===== config.mk =====
export PLATFORM = sky130hd
export DESIGN_NAME = leg_hyst_gate
export DESIGN_NICKNAME = d
export VERILOG_FILES = /design/src/rtl/leg_hyst_pkg.sv /design/src/rtl/leg_hyst_cmp.sv /design/src/rtl/leg_hyst_dwell.sv /design/src/rtl/leg_hyst_gate_map.sv /design/src/rtl/leg_hyst_gate.sv
export SDC_FILE = /design/constraint.sdc
export NUM_CORES = 1
export LEC_CHECK = 0
export ABC_AREA = 1
export ABC_CLOCK_PERIOD_IN_PS = 4900
export BUFFER_PORTS_ARGS = -buffer_cell sky130_fd_sc_hd__clkbuf_2
export CELL_PAD_IN_SITES_DETAIL_PLACEMENT = 1
export CELL_PAD_IN_SITES_GLOBAL_PLACEMENT = 1
export CORE_ASPECT_RATIO = 2
export CORE_UTILIZATION = 42
export DETAILED_ROUTE_END_ITERATION = 10
export GPL_ROUTABILITY_DRIVEN = 0
export PLACE_DENSITY = 0.9
export SLEW_MARGIN = 20
export SYNTH_ARGS = -nofsm -noshare
export SYNTH_HDL_FRONTEND = slang
export SYNTH_HIERARCHICAL = 1
export SYNTH_SLANG_ARGS = --single-unit
export TNS_END_PERCENT = 10

===== constraint.sdc =====
create_clock -name clk_i -period 4.9 [get_ports clk_i]
set_input_delay 0.49 -clock clk_i [delete_from_list [all_inputs] [get_ports clk_i]]
set_output_delay 0.49 -clock clk_i [all_outputs]
set_load 0.02 [all_outputs]

===== src/rtl/leg_hyst_pkg.sv =====
package leg_hyst_pkg;
   typedef enum logic [1:0] {
      REQ_HOLD = 2'd0,
      REQ_SET  = 2'd1,
      REQ_CLR  = 2'd2
   } hyst_req_t;
endpackage


===== src/rtl/leg_hyst_cmp.sv =====
module leg_hyst_cmp
   import leg_hyst_pkg::*;
#(
   parameter int IW = 16
) (
   input  logic signed [IW-1:0] ref_i,
   input  logic signed [IW-1:0] meas_i,
   input  logic        [IW-1:0] band_i,
   output hyst_req_t            req_o
);
   localparam int EW = IW + 1;

   logic signed [EW-1:0] err_s;
   logic signed [EW-1:0] band_s;
   logic signed [EW-1:0] nband_s;

   always_comb begin
      err_s   = {ref_i[IW-1], ref_i} - {meas_i[IW-1], meas_i};
      band_s  = {1'b0, band_i};
      nband_s = -band_s;
      if (err_s > band_s)       req_o = REQ_SET;
      else if (err_s < nband_s) req_o = REQ_CLR;
      else                      req_o = REQ_HOLD;
   end
endmodule


===== src/rtl/leg_hyst_dwell.sv =====
module leg_hyst_dwell
   import leg_hyst_pkg::*;
#(
   parameter int MINW     = 8,
   parameter bit DWELL_EN = 1'b1
) (
   input  logic            clk_i,
   input  logic            rst_i,
   input  hyst_req_t       req_i,
   input  logic [MINW-1:0] dwell_i,
   output logic            state_d_o
);
   localparam logic [MINW-1:0] CNT_MAX = {MINW{1'b1}};
   localparam logic [MINW-1:0] CNT_ONE = MINW'(1);

   logic state_q;
   logic want;

   always_comb begin
      unique case (req_i)
         REQ_SET: want = 1'b1;
         REQ_CLR: want = 1'b0;
         default: want = state_q;
      endcase
   end

   generate
      if (DWELL_EN) begin : g_dwell
         logic [MINW-1:0] cnt_q;
         logic            allow;

         assign allow     = (cnt_q >= dwell_i);
         assign state_d_o = (allow && (want != state_q)) ? want : state_q;

         always_ff @(posedge clk_i) begin
            if (rst_i) begin
               cnt_q <= CNT_MAX;
            end else if (state_d_o != state_q) begin
               cnt_q <= CNT_ONE;
            end else if (cnt_q != CNT_MAX) begin
               cnt_q <= cnt_q + CNT_ONE;
            end
         end
      end else begin : g_free
         logic unused_dwell;
         assign unused_dwell = ^dwell_i;
         assign state_d_o    = want;
      end
   endgenerate

   always_ff @(posedge clk_i) begin
      if (rst_i) state_q <= 1'b0;
      else       state_q <= state_d_o;
   end
endmodule


===== src/rtl/leg_hyst_gate_map.sv =====
module leg_hyst_gate_map (
   input  logic clk_i,
   input  logic rst_i,
   input  logic en_i,
   input  logic vpos_i,
   input  logic state_d_i,
   output logic gate_pos_o,
   output logic gate_neg_o
);
   always_ff @(posedge clk_i) begin
      if (rst_i) begin
         gate_pos_o <= 1'b0;
         gate_neg_o <= 1'b0;
      end else begin
         gate_pos_o <= en_i &  vpos_i &  state_d_i;
         gate_neg_o <= en_i & ~vpos_i & ~state_d_i;
      end
   end
endmodule


===== src/rtl/leg_hyst_gate.sv =====
module leg_hyst_gate
   import leg_hyst_pkg::*;
#(
   parameter int PHASES   = 3,
   parameter int IW       = 16,
   parameter int MINW     = 8,
   parameter bit DWELL_EN = 1'b1
) (
   input  logic                 clk_i,
   input  logic                 rst_i,
   input  logic                 en_i,
   input  logic [IW-1:0]        band_i,
   input  logic [MINW-1:0]      dwell_i,
   input  logic [PHASES*IW-1:0] iref_i,
   input  logic [PHASES*IW-1:0] imeas_i,
   input  logic [PHASES-1:0]    vpos_i,
   output logic [PHASES-1:0]    gate_pos_o,
   output logic [PHASES-1:0]    gate_neg_o
);
   generate
      if (PHASES < 1) begin : g_bad_phases
         $error("leg_hyst_gate: PHASES must be at least 1");
      end
      if (IW < 2) begin : g_bad_iw
         $error("leg_hyst_gate: IW must be at least 2");
      end
      if (MINW < 2) begin : g_bad_minw
         $error("leg_hyst_gate: MINW must be at least 2");
      end
   endgenerate

   generate
      for (genvar p = 0; p < PHASES; p++) begin : g_leg
         hyst_req_t req;
         logic      state_d;

         leg_hyst_cmp #(.IW(IW)) u_cmp (
            .ref_i  (iref_i[p*IW +: IW]),
            .meas_i (imeas_i[p*IW +: IW]),
            .band_i (band_i),
            .req_o  (req)
         );

         leg_hyst_dwell #(.MINW(MINW), .DWELL_EN(DWELL_EN)) u_dwell (
            .clk_i     (clk_i),
            .rst_i     (rst_i),
            .req_i     (req),
            .dwell_i   (dwell_i),
            .state_d_o (state_d)
         );

         leg_hyst_gate_map u_map (
            .clk_i      (clk_i),
            .rst_i      (rst_i),
            .en_i       (en_i),
            .vpos_i     (vpos_i[p]),
            .state_d_i  (state_d),
            .gate_pos_o (gate_pos_o[p]),
            .gate_neg_o (gate_neg_o[p])
         );
      end
   endgenerate
endmodule


=== Word level (Yosys, flattened, before mapping) ===
Cells that the tools add are included.

* Register bits: 33
* Input port bits: 126
* Output and inout bits: 6

* Add/sub/neg operators: 7
* $lt $le $gt $ge: 9
* Equality and inequality tests: 15
* Mux-type cells: 18
* Bitwise logic cells: 18
* Reduce and logical (&&, ||, !) cells: 9

{| class="wikitable"
|+ Operator list
! kind !! number
|-
| 17-bit greater-than comparator || 3
|-
| 17-bit less-than comparator || 3
|-
| 16-bit by 16-bit subtractor with 17-bit output || 3
|-
| 8-bit 2-to-1 mux || 6
|-
| 8-bit by 1-bit adder with 8-bit output, second input constant || 3
|-
| 8-bit greater-or-equal comparator || 3
|-
| 8-bit != test, second input constant || 3
|-
| 16-bit negator with 17-bit output || 1
|-
| 1-bit AND || 12
|-
| 2-bit 2-to-1 mux || 6
|-
| 2-bit by 1-bit equality test with 1-bit output, second input constant || 3
|-
| 2-bit equality test, second input constant || 3
|-
| 1-bit != test || 6
|-
| 1-bit inverter || 6
|-
| 1-bit case mux with 2 select lines || 3
|-
| 2-bit nonzero test || 3
|-
| 2-bit OR reduction || 3
|-
| 1-bit logical AND || 3
|-
| 1-bit 2-to-1 mux || 3
|}

=== Longest topological paths before layout ===
Gate-level depths: netlist (run 1).

* Depth after elaboration: 11
* Depth in mapped cells: 36

=== Cells and area by module ===
Netlist (run 1), hierarchy kept.

{| class="wikitable"
|+ By module, submodules not included
! module !! times used !! cells an instance !! area an instance (um^2) !! seq. area each (um^2)
|-
| leg_hyst_cmp (g_leg[0].u_cmp ...) || 2 || 304 || 1909.3 || 0.0
|-
| leg_hyst_dwell || 3 || 103 || 779.5 || 180.2
|-
| leg_hyst_cmp (g_leg[1].u_cmp) || 1 || 309 || 1923.1 || 0.0
|-
| leg_hyst_gate_map || 3 || 10 || 75.1 || 40.0
|}

=== Worst setup path before layout (run 1) ===
No wires, ideal clock.

* Path type: input-to-reg
* From: input imeas_i[2]
* To: register g_leg[0].u_map.gate_neg_o
* Arrival time: 3.778 ns
* Required time: 4.790 ns
* Setup slack: 1.012 ns
* Stages on the path: 29
* Path buffers: 0
* Path through: inv_1 > ha_1 > a21o_1 > a31oi_1 > o21bai_1 > a21oi_1 > o21ai_1 > xor2_1 > ha_1 > nand2_1 > inv_1 > nand3_1 > nor3_1 > nand4_1 > nand4_1 > nand2_1 > inv_1 > nand2_1 > inv_1 > inv_1 > ha_1 > o21ai_2 > inv_1 > nand2_1 > o21ai_1 > inv_1 > inv_1 > nand2_1 > nor2_2

* Longest elaborated chain between the ends: 11
* Elaborated cells on any way between the ends: 13
* Classes of those cells: add/sub (1); order compare (2); eq/ne (3); mux (4); bitwise (2); reduce/logical (1)

{| class="wikitable"
|+ RTL lines
! what !! RTL line !! RTL
|-
| from (decl) || leg_hyst_gate.sv:15 || <nowiki>input logic [PHASES*IW-1:0] imeas_i,</nowiki>
|-
| 16-bit by 16-bit subtractor with 17-bit output * || leg_hyst_cmp.sv:18 || <nowiki>err_s = {ref_i[IW-1], ref_i} - {meas_i[IW-1], meas_i};</nowiki>
|-
| 17-bit less-than comparator || leg_hyst_cmp.sv:22 || <nowiki>else if (err_s < nband_s) req_o = REQ_CLR;</nowiki>
|-
| 2-bit 2-to-1 mux || leg_hyst_cmp.sv:22 ||
|-
| 2-bit 2-to-1 mux * || leg_hyst_cmp.sv:21 || <nowiki>if (err_s > band_s) req_o = REQ_SET;</nowiki>
|-
| via g_leg[0].req[1] || leg_hyst_gate.sv:34 || <nowiki>hyst_req_t req;</nowiki>
|-
| 2-bit equality test / 2-bit by 1-bit equality test with 1-bit output (equally long branches) || leg_hyst_dwell.sv:20 || <nowiki>unique case (req_i)</nowiki>
|-
| 1-bit case mux with 2 select lines * || leg_hyst_dwell.sv:20 ||
|-
| 1-bit != test || leg_hyst_dwell.sv:33 || <nowiki>assign state_d_o = (allow && (want != state_q)) ? want : state_q;</nowiki>
|-
| 1-bit logical AND || leg_hyst_dwell.sv:33 ||
|-
| 1-bit 2-to-1 mux * || leg_hyst_dwell.sv:33 ||
|-
| via g_leg[0].state_d || leg_hyst_gate.sv:35 || <nowiki>logic state_d;</nowiki>
|-
| 1-bit inverter * || leg_hyst_gate_map.sv:16 || <nowiki>gate_neg_o <= en_i & ~vpos_i & ~state_d_i;</nowiki>
|-
| 1-bit AND * || leg_hyst_gate_map.sv:16 ||
|-
| to (signal assigned) || leg_hyst_gate_map.sv:16 ||
|-
| to (decl) || leg_hyst_gate_map.sv:8 || <nowiki>output logic gate_neg_o</nowiki>
|}

Mark *: on every way through the listed nets, which the timed path passes. The rest lies on a longest branch.
A chain may end at the register's enable or synchronous reset.

=== Final worst setup path (run 1) ===
* From: input iref_i[16]
* To: register g_leg[1].u_map.gate_neg_o

* Longest elaborated chain between the ends: 11
* Elaborated cells on any way between the ends: 13
* Classes of those cells: add/sub (1); order compare (2); eq/ne (3); mux (4); bitwise (2); reduce/logical (1)

{| class="wikitable"
|+ RTL lines
! what !! RTL line !! RTL
|-
| from (decl) || leg_hyst_gate.sv:14 || <nowiki>input logic [PHASES*IW-1:0] iref_i,</nowiki>
|-
| 16-bit by 16-bit subtractor with 17-bit output * || leg_hyst_cmp.sv:18 ||
|-
| 17-bit less-than comparator || leg_hyst_cmp.sv:22 ||
|-
| 2-bit 2-to-1 mux || leg_hyst_cmp.sv:22 ||
|-
| 2-bit 2-to-1 mux * || leg_hyst_cmp.sv:21 ||
|-
| via g_leg[1].req[1] || leg_hyst_gate.sv:34 ||
|-
| 2-bit equality test / 2-bit by 1-bit equality test with 1-bit output (equally long branches) || leg_hyst_dwell.sv:20 ||
|-
| 1-bit case mux with 2 select lines * || leg_hyst_dwell.sv:20 ||
|-
| 1-bit != test || leg_hyst_dwell.sv:33 ||
|-
| 1-bit logical AND || leg_hyst_dwell.sv:33 ||
|-
| 1-bit 2-to-1 mux * || leg_hyst_dwell.sv:33 ||
|-
| via g_leg[1].state_d || leg_hyst_gate.sv:35 ||
|-
| 1-bit inverter * || leg_hyst_gate_map.sv:16 ||
|-
| 1-bit AND * || leg_hyst_gate_map.sv:16 ||
|-
| to (signal assigned) || leg_hyst_gate_map.sv:16 ||
|-
| to (decl) || leg_hyst_gate_map.sv:8 ||
|}

Marks and branches as above.

==> results of run 1 <==
## critical path: cells and delay by family
family	cells	cell delay, ns
buffers and inverters	11	0.69
AND/OR/NAND/NOR	15	1.78
AO/OA/AOI/OAI	3	0.55
adder cells (fa/ha/maj)	4	1.27
## Yosys cell counts
library cell,count
o31ai_1,3
dfxtp_1,33
nor3_1,21
nor2_1,88
a31oi_1,11
o21ai_0,28
a21oi_2,1
fa_1,3
nand3_4,9
o21ai_2,6
nor3_2,9
a211oi_1,3
a21boi_1,2
xnor2_1,9
o21bai_1,5
nor2_4,11
inv_1,254
inv_2,28
nand2_2,28
nand2_4,6
nand4_1,21
nor4_4,2
o21bai_2,1
o21ai_1,23
a31oi_2,1
o31a_1,3
nor4_1,4
nand3_1,50
nand3_2,6
a21boi_2,1
o21a_1,3
clkinv_1,3
o211ai_1,3
nor3_4,1
xor2_1,74
nand4_2,3
nand2_1,223
ha_1,177
a21oi_1,80
a21o_1,12
nor2_2,7
## routing by layer
metal	share of wire, %	vias up
li1	-	4332
met1	30	4116
met2	62	182
met3	1.9	85
met4	6.4	0
met5	0	-
## power by group
group	internal, µW	leakage (µW)	switching, µW	total (µW)
registers	364	0.000274	113	477
logic	781	0.00523	1270	2050
clock network	215	0.0000799	123	338
total	1360	0.00558	1500	2860
## cells by family (layout without fill, tap and decap cells)
kind of cell               Yosys count  count (layout)  share of synthesized area, %
xor gates and xnor gates            83              83                          8.75
adders and majority gates          180             180                          27.4
and+or+nand+nor                    489             489                          30.0
DFF                                 33              33                          7.95
AOI/OAI and AO/OA                  186             186                          13.0
buffers and inverters              285             426                          12.9
## final cells by class
class	count	area (µm²)
timing repair buffer	133	671
sequential	33	661
clock buffer	7	153
multi-input combinational	938	6580
inverter	285	1070
clock inverter	1	5.00
tap	259	324
fill	2666	9910
## through the flow
stage               instances  utilization, %
floorplan                1256               -
global placement         1648            48.0
detailed placement       1648            48.0
CTS                      1656            48.8
global route             1656            48.8
finish                   1656            48.8
## cells in the final DEF, fill, tap and decap left out, types with 4 or more instances in the layout
| master | count |
|---|---|
| nand4_1 | 21 |
| nor3_1 | 21 |
| clkbuf_16 | 5 |
| nor2_4 | 11 |
| nor2_1 | 88 |
| nor4_1 | 4 |
| o21ai_2 | 6 |
| nand3_4 | 9 |
| clkbuf_2 | 131 |
| nand2_2 | 28 |
| a21o_1 | 12 |
| a31oi_1 | 11 |
| inv_2 | 28 |
| inv_1 | 254 |
| o21ai_1 | 23 |
| a21oi_1 | 80 |
| dfxtp_1 | 33 |
| o21bai_1 | 5 |
| nand3_2 | 6 |
| o21ai_0 | 28 |
| ha_1 | 177 |
| nor3_2 | 9 |
| nand2_1 | 223 |
| nand3_1 | 50 |
| nor2_2 | 7 |
| nand2_4 | 6 |
| xnor2_1 | 9 |
| xor2_1 | 74 |
## flip-flops by register name (all words and copies together), names as in the netlist
name and count:
g_leg.u_map/gate_pos_o 3, g_leg.u_map/gate_neg_o 3, g_leg.u_dwell/state_q 3, g_leg.u_dwell/g_dwell.cnt_q 24
## path summary, 6_finish.rpt
path / from / end / cells after the start
min: vpos_i[0] / g_leg[0].u_map/gate_pos_o$_SDFF_PP0_ / 3
max reg2reg: g_leg[2].u_dwell/g_dwell.cnt_q[7]$_SDFFE_PP1P_ / g_leg[2].u_map/gate_neg_o$_SDFF_PP0_ / 9
max: iref_i[16] / g_leg[1].u_map/gate_neg_o$_SDFF_PP0_ / 33
min reg2reg: g_leg[1].u_dwell/g_dwell.cnt_q[1]$_SDFFE_PP1P_ / g_leg[1].u_dwell/g_dwell.cnt_q[1]$_SDFFE_PP1P_ / 2
==> results.sh, run 1 <==
export IMPL_status="finished clean"
export IMPL_gr_usage_met3_pct=1.46
export IMPL_total_power_uw=2860
export IMPL_dp_slack_ns=0.0283
export IMPL_met2_usage_pct=54.9
export IMPL_root_buffer="clkbuf_16"
export IMPL_die_area_mm2=0.0204
export IMPL_drive_above_1_share_pct=18.7
export IMPL_clock_sinks=33
export IMPL_tightest_slew_ns=0.435
export IMPL_avgSynthCellArea_um2=6.61
export IMPL_setup_tns_ns=0
export IMPL_clk_pin_slew_ns=0.05
export IMPL_setup_viol=0
export IMPL_grt_pass1_wl_um=40300
export IMPL_drtPass1Iterations=4
export IMPL_drt_initial_drc_count=144
export IMPL_cap_violations=0
export IMPL_cts_made_buffers=5
export IMPL_synthesis_nets=1562
export IMPL_met1_usage_pct=19.0
export IMPL_crit_arrival_ns=4.76
export IMPL_grt_max_degree=14
export IMPL_routed_wl_um=24400
export IMPL_crit_top_cell="inv_1"
export IMPL_antenna_found_initial=0
export IMPL_ff2ff_setup_slack_ns=3.11
export IMPL_holdBufCountCts=0
export IMPL_yosys_area_top_type_share_pct=26.7
export IMPL_grt_overflow=0
export IMPL_grt_busiest_layer="met2"
export IMPL_fin_crit_ns=4.57
export IMPL_fmax_ghz=0.219
export IMPL_slew_headroom_pct=70.9
export IMPL_period_share_pct=93.3
export IMPL_yosys_area_top_type="ha_1"
export IMPL_post_cts_resized=0
export IMPL_p_leak_uw=0.00558
export IMPL_netlist_instances=1256
export IMPL_die_w_um=101
export IMPL_antennaDiodeCount=0
export IMPL_area_growth_synth_to_final_pct=13.9
export IMPL_boundaryPins=132
export IMPL_start_util_pct=42.9
export IMPL_num_vias=8715
export IMPL_rsz0062_at_grt="false"
export IMPL_start_kind="input pin"
export IMPL_ant_nets=0
export IMPL_routed_via_density=5.26
export IMPL_hold_path_class="in -> reg"
export IMPL_core_mm2=0.0194
export IMPL_ir_drop_uv=267
export IMPL_setup_ws_ns=0.326
export IMPL_dp_hpwl_um=21900
export IMPL_max_stage_delay_ns=0.42
export IMPL_die_h_um=201
export IMPL_port_buffers=131
export IMPL_hold_viol_final=0
export IMPL_final_setup_skew_ns=0.00372
export IMPL_worst_setup_path_end_kind="flip-flop"
export IMPL_wl_per_cell_um=14.8
export IMPL_ys_seq_area_share_pct=7.95
export IMPL_rows=72
export IMPL_h_tree_depth=2
export IMPL_synth_area_mm2=0.00831
export IMPL_final_area_mm2=0.00946
export IMPL_crit_type="in -> reg"
export IMPL_ys_types=41
export IMPL_yosys_warnings=6
export IMPL_post_cts_setup_buffers=0
export IMPL_clkLatencyLatePin_ns=0.29
export IMPL_power_density_mw_per_mm2=303
export IMPL_grt_usage_pct=24.8
export IMPL_drv_slew=0
export IMPL_holdWs_ns=0.427
export IMPL_fin_nets=1702
export IMPL_placed_area_mm2=0.00930
export IMPL_ys_ff_latch=33
export IMPL_slowest_stage="ha_1"
export IMPL_remaining_drc_errors=0
export IMPL_synthTopCellsByArea="ha_1, inv_1, nand2_1"
export IMPL_crit_fanout=4
export IMPL_cts_tree="yes"
export IMPL_grt_pass1_vias=9519
export IMPL_cts_buffer_depth=2
export IMPL_critPathRequiredTime_ns=5.09
No activity file was read; power rests on OpenSTA's default activity.
==> run 2, diff against run 1 <==
RECOVER_POWER = 25   (was not set)
==> run 2 against run 1 <==
  * Combinational power hardly changed
  * Setup slack gained 0.011 ns
  * Total power about the same
  * Wire length about the same
  * Cell area down 0.13%
  * Register-to-register slack hardly changed
  * Sequential power about the same
  * Critical path type unchanged
==> results.sh, run 2 (synthesis gave the netlist of run 1 again) <==
export IMPL_status="finished clean"
export IMPL_fmax_ghz=0.219
export IMPL_remaining_drc_errors=0
export IMPL_die_h_um=201
export IMPL_routed_wl_um=24500
export IMPL_crit_top_cell="inv_1"
export IMPL_startpoint="iref_i[16]"
export IMPL_slew_headroom_pct=71.0
export IMPL_crit_arrival_ns=4.75
export IMPL_cts_made_buffers=5
export IMPL_holdBufCountCts=0
export IMPL_core_mm2=0.0194
export IMPL_area_growth_synth_to_final_pct=13.7
export IMPL_critPathRequiredTime_ns=5.09
export IMPL_antennaDiodeCount=0
export IMPL_post_cts_resized=0
export IMPL_wl_per_cell_um=14.8
export IMPL_worst_setup_path_end_kind="flip-flop"
export IMPL_fin_crit_ns=4.56
export IMPL_holdWs_ns=0.427
export IMPL_grt_max_degree=14
export IMPL_grt_usage_pct=24.8
export IMPL_die_area_mm2=0.0204
export IMPL_grt_pass1_wl_um=40300
export IMPL_hold_path_class="in -> reg"
export IMPL_cap_violations=0
export IMPL_boundaryPins=132
export IMPL_final_common_cell="inv_1"
export IMPL_grt_overflow=0
export IMPL_slowest_stage="fa_1"
export IMPL_antenna_found_initial=0
export IMPL_post_cts_setup_buffers=0
export IMPL_routed_via_density=5.25
export IMPL_drive_above_1_share_pct=18.2
export IMPL_drtPass1Iterations=4
export IMPL_min_delay_start="vpos_i[0]"
export IMPL_grt_pass1_vias=9519
export IMPL_clk_pin_slew_ns=0.05
export IMPL_setup_ws_ns=0.337
export IMPL_final_area_mm2=0.00945
export IMPL_die_w_um=101
export IMPL_clkLatencyLatePin_ns=0.29
export IMPL_worstReg2RegStart="g_leg[2].u_dwell/g_dwell.cnt_q[7]$_SDFFE_PP1P_"
export IMPL_max_stage_delay_ns=0.41
export IMPL_h_tree_depth=2
export IMPL_rows=72
export IMPL_hold_viol_final=0
export IMPL_start_util_pct=42.9
export IMPL_root_buffer="clkbuf_16"
export IMPL_fin_nets=1702
export IMPL_start_kind="input pin"
export IMPL_port_buffers=131
export IMPL_power_density_mw_per_mm2=303
export IMPL_crit_type="in -> reg"
export IMPL_num_vias=8700
export IMPL_ir_drop_uv=267
export IMPL_ant_nets=0
export IMPL_tightest_slew_ns=0.433
export IMPL_clock_sinks=33
export IMPL_drv_slew=0
export IMPL_setup_viol=0
export IMPL_drt_initial_drc_count=139
export IMPL_placed_area_mm2=0.00930
export IMPL_total_power_uw=2860
export IMPL_dp_slack_ns=0.0283
export IMPL_rsz0062_at_grt="false"
export IMPL_crit_fanout=4
export IMPL_dp_hpwl_um=21900
export IMPL_final_setup_skew_ns=0.00372
export IMPL_setup_tns_ns=0
export IMPL_period_share_pct=93.1
export IMPL_p_leak_uw=0.00556
export IMPL_final_cell_mix="inv_1, nand2_1, ha_1, clkbuf_2, nor2_1"
export IMPL_top_register="g_leg.u_dwell/g_dwell.cnt_q"
export IMPL_cts_buffer_depth=2
export IMPL_largest_reg_flops=24
export IMPL_cts_tree="yes"
## run 2: layout make-up
class	count	area [µm²]
Multi-Input combinational cell	938	6570
Clock buffer	7	153
Clock inverter	1	5.00
Timing Repair Buffer	133	663
Inverter	285	1070
Sequential cell	33	661
Fill cell	2670	9920
Tap cell	259	324
## run 2: path summary, 6_finish.rpt
check / to / slack, ns / cells past startpoint
setup reg to reg: g_leg[2].u_map/gate_neg_o$_SDFF_PP0_ / 3.11 / 9
hold / removal: g_leg[0].u_map/gate_pos_o$_SDFF_PP0_ / 0.43 / 3
setup / recovery: g_leg[1].u_map/gate_neg_o$_SDFF_PP0_ / 0.34 / 33
hold reg to reg: g_leg[1].u_dwell/g_dwell.cnt_q[1]$_SDFFE_PP1P_ / 0.54 / 2
## run 2: power breakdown
part           internal, µW  switching, µW  total [µW]
Clock                   215            123         338
Sequential              364            113         477
Combinational           780           1270        2050
## run 2: worst max-delay path: cells and delay by family
family / cells / cell delay (ns)
AOI/OAI and AO/OA: 3 / 0.54
adders and majority gates: 4 / 1.26
buffers and inverters: 11 / 0.69
and+or+nand+nor: 15 / 1.78
## run 2: routing by layer
layer  vias to the layer above  wire (µm)  global-route usage [%]  share of wire (%)
met5                         -          0                       0                  0
met4                         0       1490                    14.5                6.1
met3                        82        449                    1.46                1.8
met2                       172      15100                    54.9                 62
met1                      4112       7420                    19.0                 30
li1                       4334          -                       -                  -
## run 2: metrics by stage
| stage | instances | utilization [%] |
|---|---|---|
| floorplan | 1256 | - |
| finish | 1656 | 48.8 |
| detailed placement | 1648 | 48.0 |
| global route | 1656 | 48.8 |
| global placement | 1648 | 48.0 |
| CTS | 1656 | 48.8 |
